`config.mk`:
```
export PLATFORM = sky130hd
export DESIGN_NAME = brseq_pipe_ctl
export DESIGN_NICKNAME = d
export VERILOG_FILES = /design/src/rtl/brseq_pkg.sv /design/src/rtl/brseq_resolve.sv /design/src/rtl/brseq_pc.sv /design/src/rtl/brseq_stages.sv /design/src/rtl/brseq_pipe_ctl.sv
export SDC_FILE = /design/constraint.sdc
export NUM_CORES = 1
export LEC_CHECK = 0
export BUFFER_PORTS_ARGS = -buffer_cell sky130_fd_sc_hd__buf_2
export CAP_MARGIN = 10
export CORE_ASPECT_RATIO = 0.75
export CORE_MARGIN = 2
export CORE_UTILIZATION = 30
export DETAILED_ROUTE_END_ITERATION = 7
export HOLD_SLACK_MARGIN = 0.15
export PLACE_DENSITY_LB_ADDON = 0.2
export SLEW_MARGIN = 20
export SYNTH_ARGS = -nofsm -noshare
export SYNTH_HDL_FRONTEND = slang
export SYNTH_HIERARCHICAL = 1
export SYNTH_SLANG_ARGS = --single-unit
```
`constraint.sdc`:
```
create_clock -name clk -period 5.15 [get_ports clk]
set_clock_uncertainty 0.1 [all_clocks]
set_input_delay 0.7725 -clock clk [delete_from_list [all_inputs] [get_ports clk]]
set_output_delay 0.7725 -clock clk [all_outputs]
set_load 0.1 [all_outputs]
```
`src/rtl/brseq_pkg.sv`:
```
package brseq_pkg;
    localparam int unsigned ADDR_W = 16;
    // stages after fetch: decode and execute; also the number of delay slots
    localparam int unsigned POST_FETCH = 2;

    typedef enum logic [1:0] {
        ACT_NONE    = 2'd0,
        ACT_DELAY   = 2'd1,
        ACT_FLUSH   = 2'd2,
        ACT_ILLEGAL = 2'd3
    } br_act_e;
endpackage

```
`src/rtl/brseq_resolve.sv`:
```
module brseq_resolve
    import brseq_pkg::*;
(
    input  logic    br_i,
    input  logic    br_delayed_i,
    input  logic    ex_vld_i,
    input  logic    ex_slot_i,
    output br_act_e act_o
);
    // a branch is honoured only from a live, non-slot execute instruction
    always_comb begin
        if (!br_i || !ex_vld_i) begin
            act_o = ACT_NONE;
        end else if (ex_slot_i) begin
            act_o = ACT_ILLEGAL;
        end else if (br_delayed_i) begin
            act_o = ACT_DELAY;
        end else begin
            act_o = ACT_FLUSH;
        end
    end
endmodule

```
`src/rtl/brseq_pc.sv`:
```
module brseq_pc
    import brseq_pkg::*;
#(
    parameter int unsigned    AW        = ADDR_W,
    parameter logic [AW-1:0]  BOOT_ADDR = '0
) (
    input  logic          clk,
    input  logic          rst_n,
    input  br_act_e       act_i,
    input  logic [AW-1:0] target_i,
    input  logic          instr_vld_i,
    output logic [AW-1:0] pc_o
);
    typedef struct packed {
        logic [AW-1:0] pc;
    } pc_state_t;

    pc_state_t st_d, st_q;

    always_comb begin
        st_d = st_q;
        unique case (act_i)
            ACT_DELAY, ACT_FLUSH: st_d.pc = target_i;
            default: begin
                if (instr_vld_i) begin
                    st_d.pc = st_q.pc + AW'(1);
                end
            end
        endcase
    end

    always_ff @(posedge clk or negedge rst_n) begin
        if (!rst_n) begin
            st_q.pc <= BOOT_ADDR;
        end else begin
            st_q <= st_d;
        end
    end

    assign pc_o = st_q.pc;
endmodule

```
`src/rtl/brseq_stages.sv`:
```
module brseq_stages
    import brseq_pkg::*;
#(
    parameter int unsigned AW = ADDR_W
) (
    input  logic          clk,
    input  logic          rst_n,
    input  br_act_e       act_i,
    input  logic          instr_vld_i,
    input  logic [AW-1:0] pc_i,
    output logic          vld_d_o,
    output logic          vld_e_o,
    output logic          slot_e_o,
    output logic [AW-1:0] dec_addr_o,
    output logic [AW-1:0] exe_addr_o
);
    localparam int unsigned NSTG = POST_FETCH;
    localparam int unsigned LAST = NSTG - 1;

    typedef struct packed {
        logic          vld;
        logic          slot;
        logic [AW-1:0] addr;
    } stg_t;

    stg_t [NSTG-1:0] stg_d, stg_q;

    always_comb begin
        stg_d[0].vld  = instr_vld_i;
        stg_d[0].slot = 1'b0;
        stg_d[0].addr = pc_i;
        for (int k = 1; k < NSTG; k++) begin
            stg_d[k] = stg_q[k-1];
        end
        unique case (act_i)
            ACT_FLUSH: begin
                for (int k = 0; k < NSTG; k++) begin
                    stg_d[k].vld  = 1'b0;
                    stg_d[k].slot = 1'b0;
                end
            end
            ACT_DELAY: begin
                for (int k = 0; k < NSTG; k++) begin
                    stg_d[k].slot = 1'b1;
                end
            end
            default: ;
        endcase
    end

    always_ff @(posedge clk or negedge rst_n) begin
        if (!rst_n) begin
            stg_q <= '0;
        end else begin
            stg_q <= stg_d;
        end
    end

    assign vld_d_o    = stg_q[0].vld;
    assign dec_addr_o = stg_q[0].addr;
    assign vld_e_o    = stg_q[LAST].vld;
    assign slot_e_o   = stg_q[LAST].vld & stg_q[LAST].slot;
    assign exe_addr_o = stg_q[LAST].addr;
endmodule

```
`src/rtl/brseq_pipe_ctl.sv`:
```
module brseq_pipe_ctl
    import brseq_pkg::*;
#(
    parameter int unsigned   AW        = ADDR_W,
    parameter logic [AW-1:0] BOOT_ADDR = '0
) (
    input  logic          clk,
    input  logic          rst_n,
    input  logic          instr_vld_i,
    input  logic          br_i,
    input  logic          br_delayed_i,
    input  logic [AW-1:0] br_target_i,
    output logic [AW-1:0] fetch_addr_o,
    output logic          vld_f_o,
    output logic          vld_d_o,
    output logic          vld_e_o,
    output logic [AW-1:0] dec_addr_o,
    output logic [AW-1:0] exe_addr_o,
    output logic          slot_e_o,
    output logic          br_illegal_o
);
    br_act_e act;
    logic    ex_vld;
    logic    ex_slot;

    brseq_resolve u_resolve (
        .br_i         (br_i),
        .br_delayed_i (br_delayed_i),
        .ex_vld_i     (ex_vld),
        .ex_slot_i    (ex_slot),
        .act_o        (act)
    );

    brseq_pc #(.AW(AW), .BOOT_ADDR(BOOT_ADDR)) u_pc (
        .clk         (clk),
        .rst_n       (rst_n),
        .act_i       (act),
        .target_i    (br_target_i),
        .instr_vld_i (instr_vld_i),
        .pc_o        (fetch_addr_o)
    );

    brseq_stages #(.AW(AW)) u_stages (
        .clk         (clk),
        .rst_n       (rst_n),
        .act_i       (act),
        .instr_vld_i (instr_vld_i),
        .pc_i        (fetch_addr_o),
        .vld_d_o     (vld_d_o),
        .vld_e_o     (ex_vld),
        .slot_e_o    (ex_slot),
        .dec_addr_o  (dec_addr_o),
        .exe_addr_o  (exe_addr_o)
    );

    assign vld_f_o      = instr_vld_i;
    assign vld_e_o      = ex_vld;
    assign slot_e_o     = ex_slot;
    assign br_illegal_o = (act == ACT_ILLEGAL);
endmodule

```
**Word level (Yosys, flattened, before mapping)**

Cells that the tools add are included.

- Register bits after elaboration: 52
- Bits of input ports: 21
- Output and inout port bits: 53
- Word-level logic and storage cells: 26

- $add $sub $neg: 1
- Equality and inequality tests: 3
- Multiplexer cells: 9
- Bitwise logic cells: 1
- Reductions and logical operators: 5

Operators by type and width:

| cell | count |
|---|---|
| 16-bit 2-to-1 mux | 2 |
| 16-bit by 1-bit adder with 16-bit output (second input constant) | 1 |
| 2-bit 2-to-1 mux | 3 |
| 2-bit equality test (second input constant) | 2 |
| 1-bit 2-to-1 mux | 3 |
| 2-bit by 1-bit equality test with 1-bit output (second input constant) | 1 |
| 1-bit logical NOT | 2 |
| 1-bit one-hot mux with 2 select lines | 1 |
| 2-bit nonzero test | 1 |
| 2-bit OR reduction | 1 |
| 1-bit bitwise AND | 1 |
| 1-bit logical OR | 1 |

**Longest topological paths before layout**

- Depth in word-level cells: 6
- Mapped depth: 7
- Mapped depth without buffers: 7

**Cells and area by module**

Netlist, hierarchy kept.

By module, submodules not included:

| module | times used | cells each | area each (µm²) | seq. area each (µm²) |
|---|---|---|---|---|
| brseq_stages | 1 | 76 | 1207.4 | 900.9 |
| brseq_pc | 1 | 105 | 943.4 | 400.4 |
| brseq_resolve | 1 | 5 | 23.8 | 0.0 |
| brseq_pipe_ctl | 1 | 2 | 13.8 | 0.0 |

**Worst setup path after synthesis**

No wires, ideal clock.

- Kind: register to output
- From: reg u_stages.stg_q (netlist bit u_stages/vld_e_o)
- To: out br_illegal_o
- Data arrival time: 2.938 ns
- Data required time: 4.278 ns
- Path slack: 1.339 ns
- Stages on the path, launching flop included: 5
- Buffers on the path: 0
- Cell sequence: dfrtp_1 and2_1 inv_1 a21oi_2 and2_1

- Longest elaborated chain between the ends: 4

RTL lines:

| item | line | source |
|---|---|---|
| start: declaration | brseq_stages.sv:26 | `stg_t [NSTG-1:0] stg_d, stg_q;` |
| start signal: assignment | brseq_stages.sv:55 | `stg_q <= stg_d;` |
| 1-bit bitwise AND | brseq_stages.sv:62 | `assign slot_e_o = stg_q[LAST].vld & stg_q[LAST].slot;` |
| net slot_e_o | brseq_pipe_ctl.sv:19 | `output logic slot_e_o,` |
| 2-bit 2-to-1 mux | brseq_resolve.sv:14 | `end else if (ex_slot_i) begin` |
| 2-bit 2-to-1 mux | brseq_resolve.sv:12 | `if (!br_i \|\| !ex_vld_i) begin` |
| net act[1] | brseq_pipe_ctl.sv:22 | `br_act_e act;` |
| 2-bit equality test | brseq_pipe_ctl.sv:59 | `assign br_illegal_o = (act == ACT_ILLEGAL);` |
| end: declaration | brseq_pipe_ctl.sv:20 | `output logic br_illegal_o` |

The timed path passes the listed nets, and every way through them passes these cells.

**Worst setup path after layout**

- From: in br_i
- To: out br_illegal_o

- Longest elaborated chain between the ends: 4

RTL lines:

| item | line | source |
|---|---|---|
| start: declaration | brseq_pipe_ctl.sv:10 | `input logic br_i,` |
| 1-bit logical NOT | brseq_resolve.sv:12 |  |
| 1-bit logical OR | brseq_resolve.sv:12 |  |
| 2-bit 2-to-1 mux | brseq_resolve.sv:12 |  |
| net act[0] | brseq_pipe_ctl.sv:22 |  |
| 2-bit equality test | brseq_pipe_ctl.sv:59 |  |

The timed path passes the listed nets, and every way through them passes these cells.

==> results.toml <==
[route]
drt-initial-drc-count = 48
vias = 1381
drtPass1Iterations = 4
vias_per_cell = 4.16
ant_nets = 0
route.detailed.drc = 0
drt_wl_total_um = 4100
routedWlPerCell_um = 12.3

[timing]
final.min_clock_period_ps = 2670
fmax_mhz = 375
holdWs_ps = 274
setup_viol = 0
slew_viol_final = 0
relSlewSlack = 0.570
rsz0062_at_grt = "no"
fin_setup_tns_ps = 0
timing.final.crit_share = 0.518
worstMarginPinSlew_ps = 645
final_hold_viol_count = 0

[floorplanning]
rows = 26
ioPinCount = 74
die_h_um = 78.0
core-area_um2 = 6930
initial_utilization = 0.316
die_w_um = 103
die-area_um2 = 8000

[yosys]
yosys.cell_count.top_type = "dfrtp_1"
syn_nets = 212
synth_top_cells_by_count = "dfrtp_1, buf_4, nand2_1"
synth_warnings = 6
synth_top_area_share = 0.595
synth_cell_type_count = 24
synth_area_leaders = "dfrtp_1, buf_4, xnor2_1"
netlist_area_um2 = 2190
ys_async_sr_fraction = 1.00
yosysTopAreaCell = "dfrtp_1"
synth_ff_type = "dfrtp_1"
yosysSeqAreaShare = 0.595
synth_area_per_cell_um2 = 11.6
synth_edf_count = 0
synth-seq-cells = 52
synth_cells = 188

[finish]
layout.cells.non_filler = 332
drive_above_1_share = 0.402
antenna_cells = 0
layout.nets = 257
utilization = 0.367
n_fill_cell = 712
syn_to_final_growth_pct = 16.4

[setup_path]
cp_max_fo = 4
cpPeakStageDelay_ps = 420
critPathCaptureType = "output port"
cp_common_cell = "buf_2"
r2r-start = "u_pc/pc_o[0]$_DFFE_PN0P_"
crit_buf_inv = 2
reg2reg_slack_ps = 3270
crit_type = "input pin to output port"
worstPathRequired_ps = 4280
critPathLaunch = "br_i"
critical-path-slowest-cell = "buf_2"
crit_family = "simple AND/OR/NAND/NOR gates"
worstPathCellList = "buf_2 -> nand2_1 -> nor2_1 -> and2_1 -> buf_2"
cp-start-kind = "input pin"
critPathArrivalTime_ps = 1800

[global_route]
globalRouteTotalUtil = 0.106
grt_pass1_wl_um = 6510
antenna_found_initial = 0
grt-ovfl-total = 0
grt_max_degree = 53
grt_pass1_vias = 1314

[clock_network]
cts.sinks = 52
cts.path.max_buffers = 2
htree_levels = 2
cts_tree = "yes"
post_cts_buffers = 0
cts_buffers = 5
path_clk_slew_ps = 90
cts_root_buf = "clkbuf_8"
cts_resized = 0
clk_latency_ps = 300
cts_hold_buf = 0

[job]
max_cap_viol_count = 0

[outcome]
outcome = "complete, no violations"

[placed_design]
io_buffer_count = 73
post-place-cells = 324
place_hpwl_um = 2950
gp_congestion = 0.779

[min_path]
min_from = "u_stages/dec_addr_o[9]$_DFF_PN0_"
hp-class = "flip-flop to flip-flop"
[metrics by stage]
step / worst slack, ps / instance area [um^2]
CTS: 2470 / 2550
detailed placement: 2480 / 2430
finish: 2480 / 2550
global placement: 2500 / 2430
floorplan: 1340 / 2190
global route: 2400 / 2550
[per-layer routing]
metal / vias to the layer above / GRT usage / wire [um]
met1: 648 / 0.149 / 1950
li1: 679 / - / -
met4: 0 / 0.0320 / 29
met5: - / 0 / 0
met2: 49 / 0.152 / 1760
met3: 5 / 0.0396 / 352
[kinds of logic (layout without fill, tap and decap cells)]
logic type | Yosys count | count (layout) | share of synthesized area
AO/OA/AOI/OAI | 17 | 17 | 0.0503
XOR/XNOR | 14 | 14 | 0.0560
adder cells (fa/ha/maj) | 3 | 3 | 0.0172
buffers and inverters | 43 | 89 | 0.131
flip-flops | 52 | 52 | 0.595
multiplexers | 2 | 2 | 0.0114
AND/OR/NAND/NOR | 57 | 57 | 0.140
[state kept, by name (all words and copies together), names as in the netlist]
| name | flops |
|---|---|
| u_stages/vld_e_o | 1 |
| u_stages/dec_addr_o | 16 |
| u_pc/pc_o | 16 |
| u_stages/stg_q | 2 |
| u_stages/vld_d_o | 1 |
| u_stages/exe_addr_o | 16 |
[cells in the final DEF, fill, tap and decap left out, types with 2 or more instances in the layout]
| master | count |
|---|---|
| buf_2 | 73 |
| dfrtp_1 | 52 |
| nand2_1 | 23 |
| xnor2_1 | 10 |
| o21ai_0 | 9 |
| nor2_1 | 9 |
| nand4_1 | 8 |
| inv_1 | 6 |
| clkbuf_8 | 5 |
| nor4_2 | 5 |
| nand3_1 | 5 |
| xor2_1 | 3 |
| o21ai_2 | 3 |
| ha_1 | 3 |
| and2_1 | 2 |
| buf_4 | 2 |
| a311o_1 | 2 |
| o21ai_1 | 2 |
| nor3_1 | 2 |
| nor2b_1 | 2 |
[worst reg2reg max path: cells and delay by family, from the launching register on]
family                     cells  cell delay, ps
AOI/OAI and AO/OA              1              60
DFF                            1             520
and+or+nand+nor                2             630
adders and majority gates      1             270
xor gates and xnor gates       1             180
[area by class of cell]
| type | instances | area, um^2 | area share |
|---|---|---|---|
| Sequential cell | 52 | 1300 | 0.511 |
| Multi-Input combinational cell | 93 | 608 | 0.239 |
| Timing Repair Buffer | 75 | 380 | 0.149 |
| Tap cell | 98 | 123 | 0.0482 |
| Clock buffer | 6 | 72.6 | 0.0285 |
| Clock inverter | 2 | 38.8 | 0.0152 |
| Inverter | 6 | 22.5 | 0.00885 |
[worst paths after layout]
path,endpoint,cells past startpoint
hold / removal,u_stages/exe_addr_o[9]$_DFF_PN0_,0
max in group asynchronous,u_pc/pc_o[14]$_DFFE_PN0P_,2
hold reg to reg,u_stages/exe_addr_o[9]$_DFF_PN0_,0
min in group asynchronous,u_stages/exe_addr_o[3]$_DFF_PN0_,2
setup / recovery,br_illegal_o,5
setup reg to reg,u_pc/pc_o[14]$_DFFE_PN0P_,5
Power is left out: the tool's default activity adds up to more than one toggle a clock period on the data nets, which glitch-free logic cannot reach.
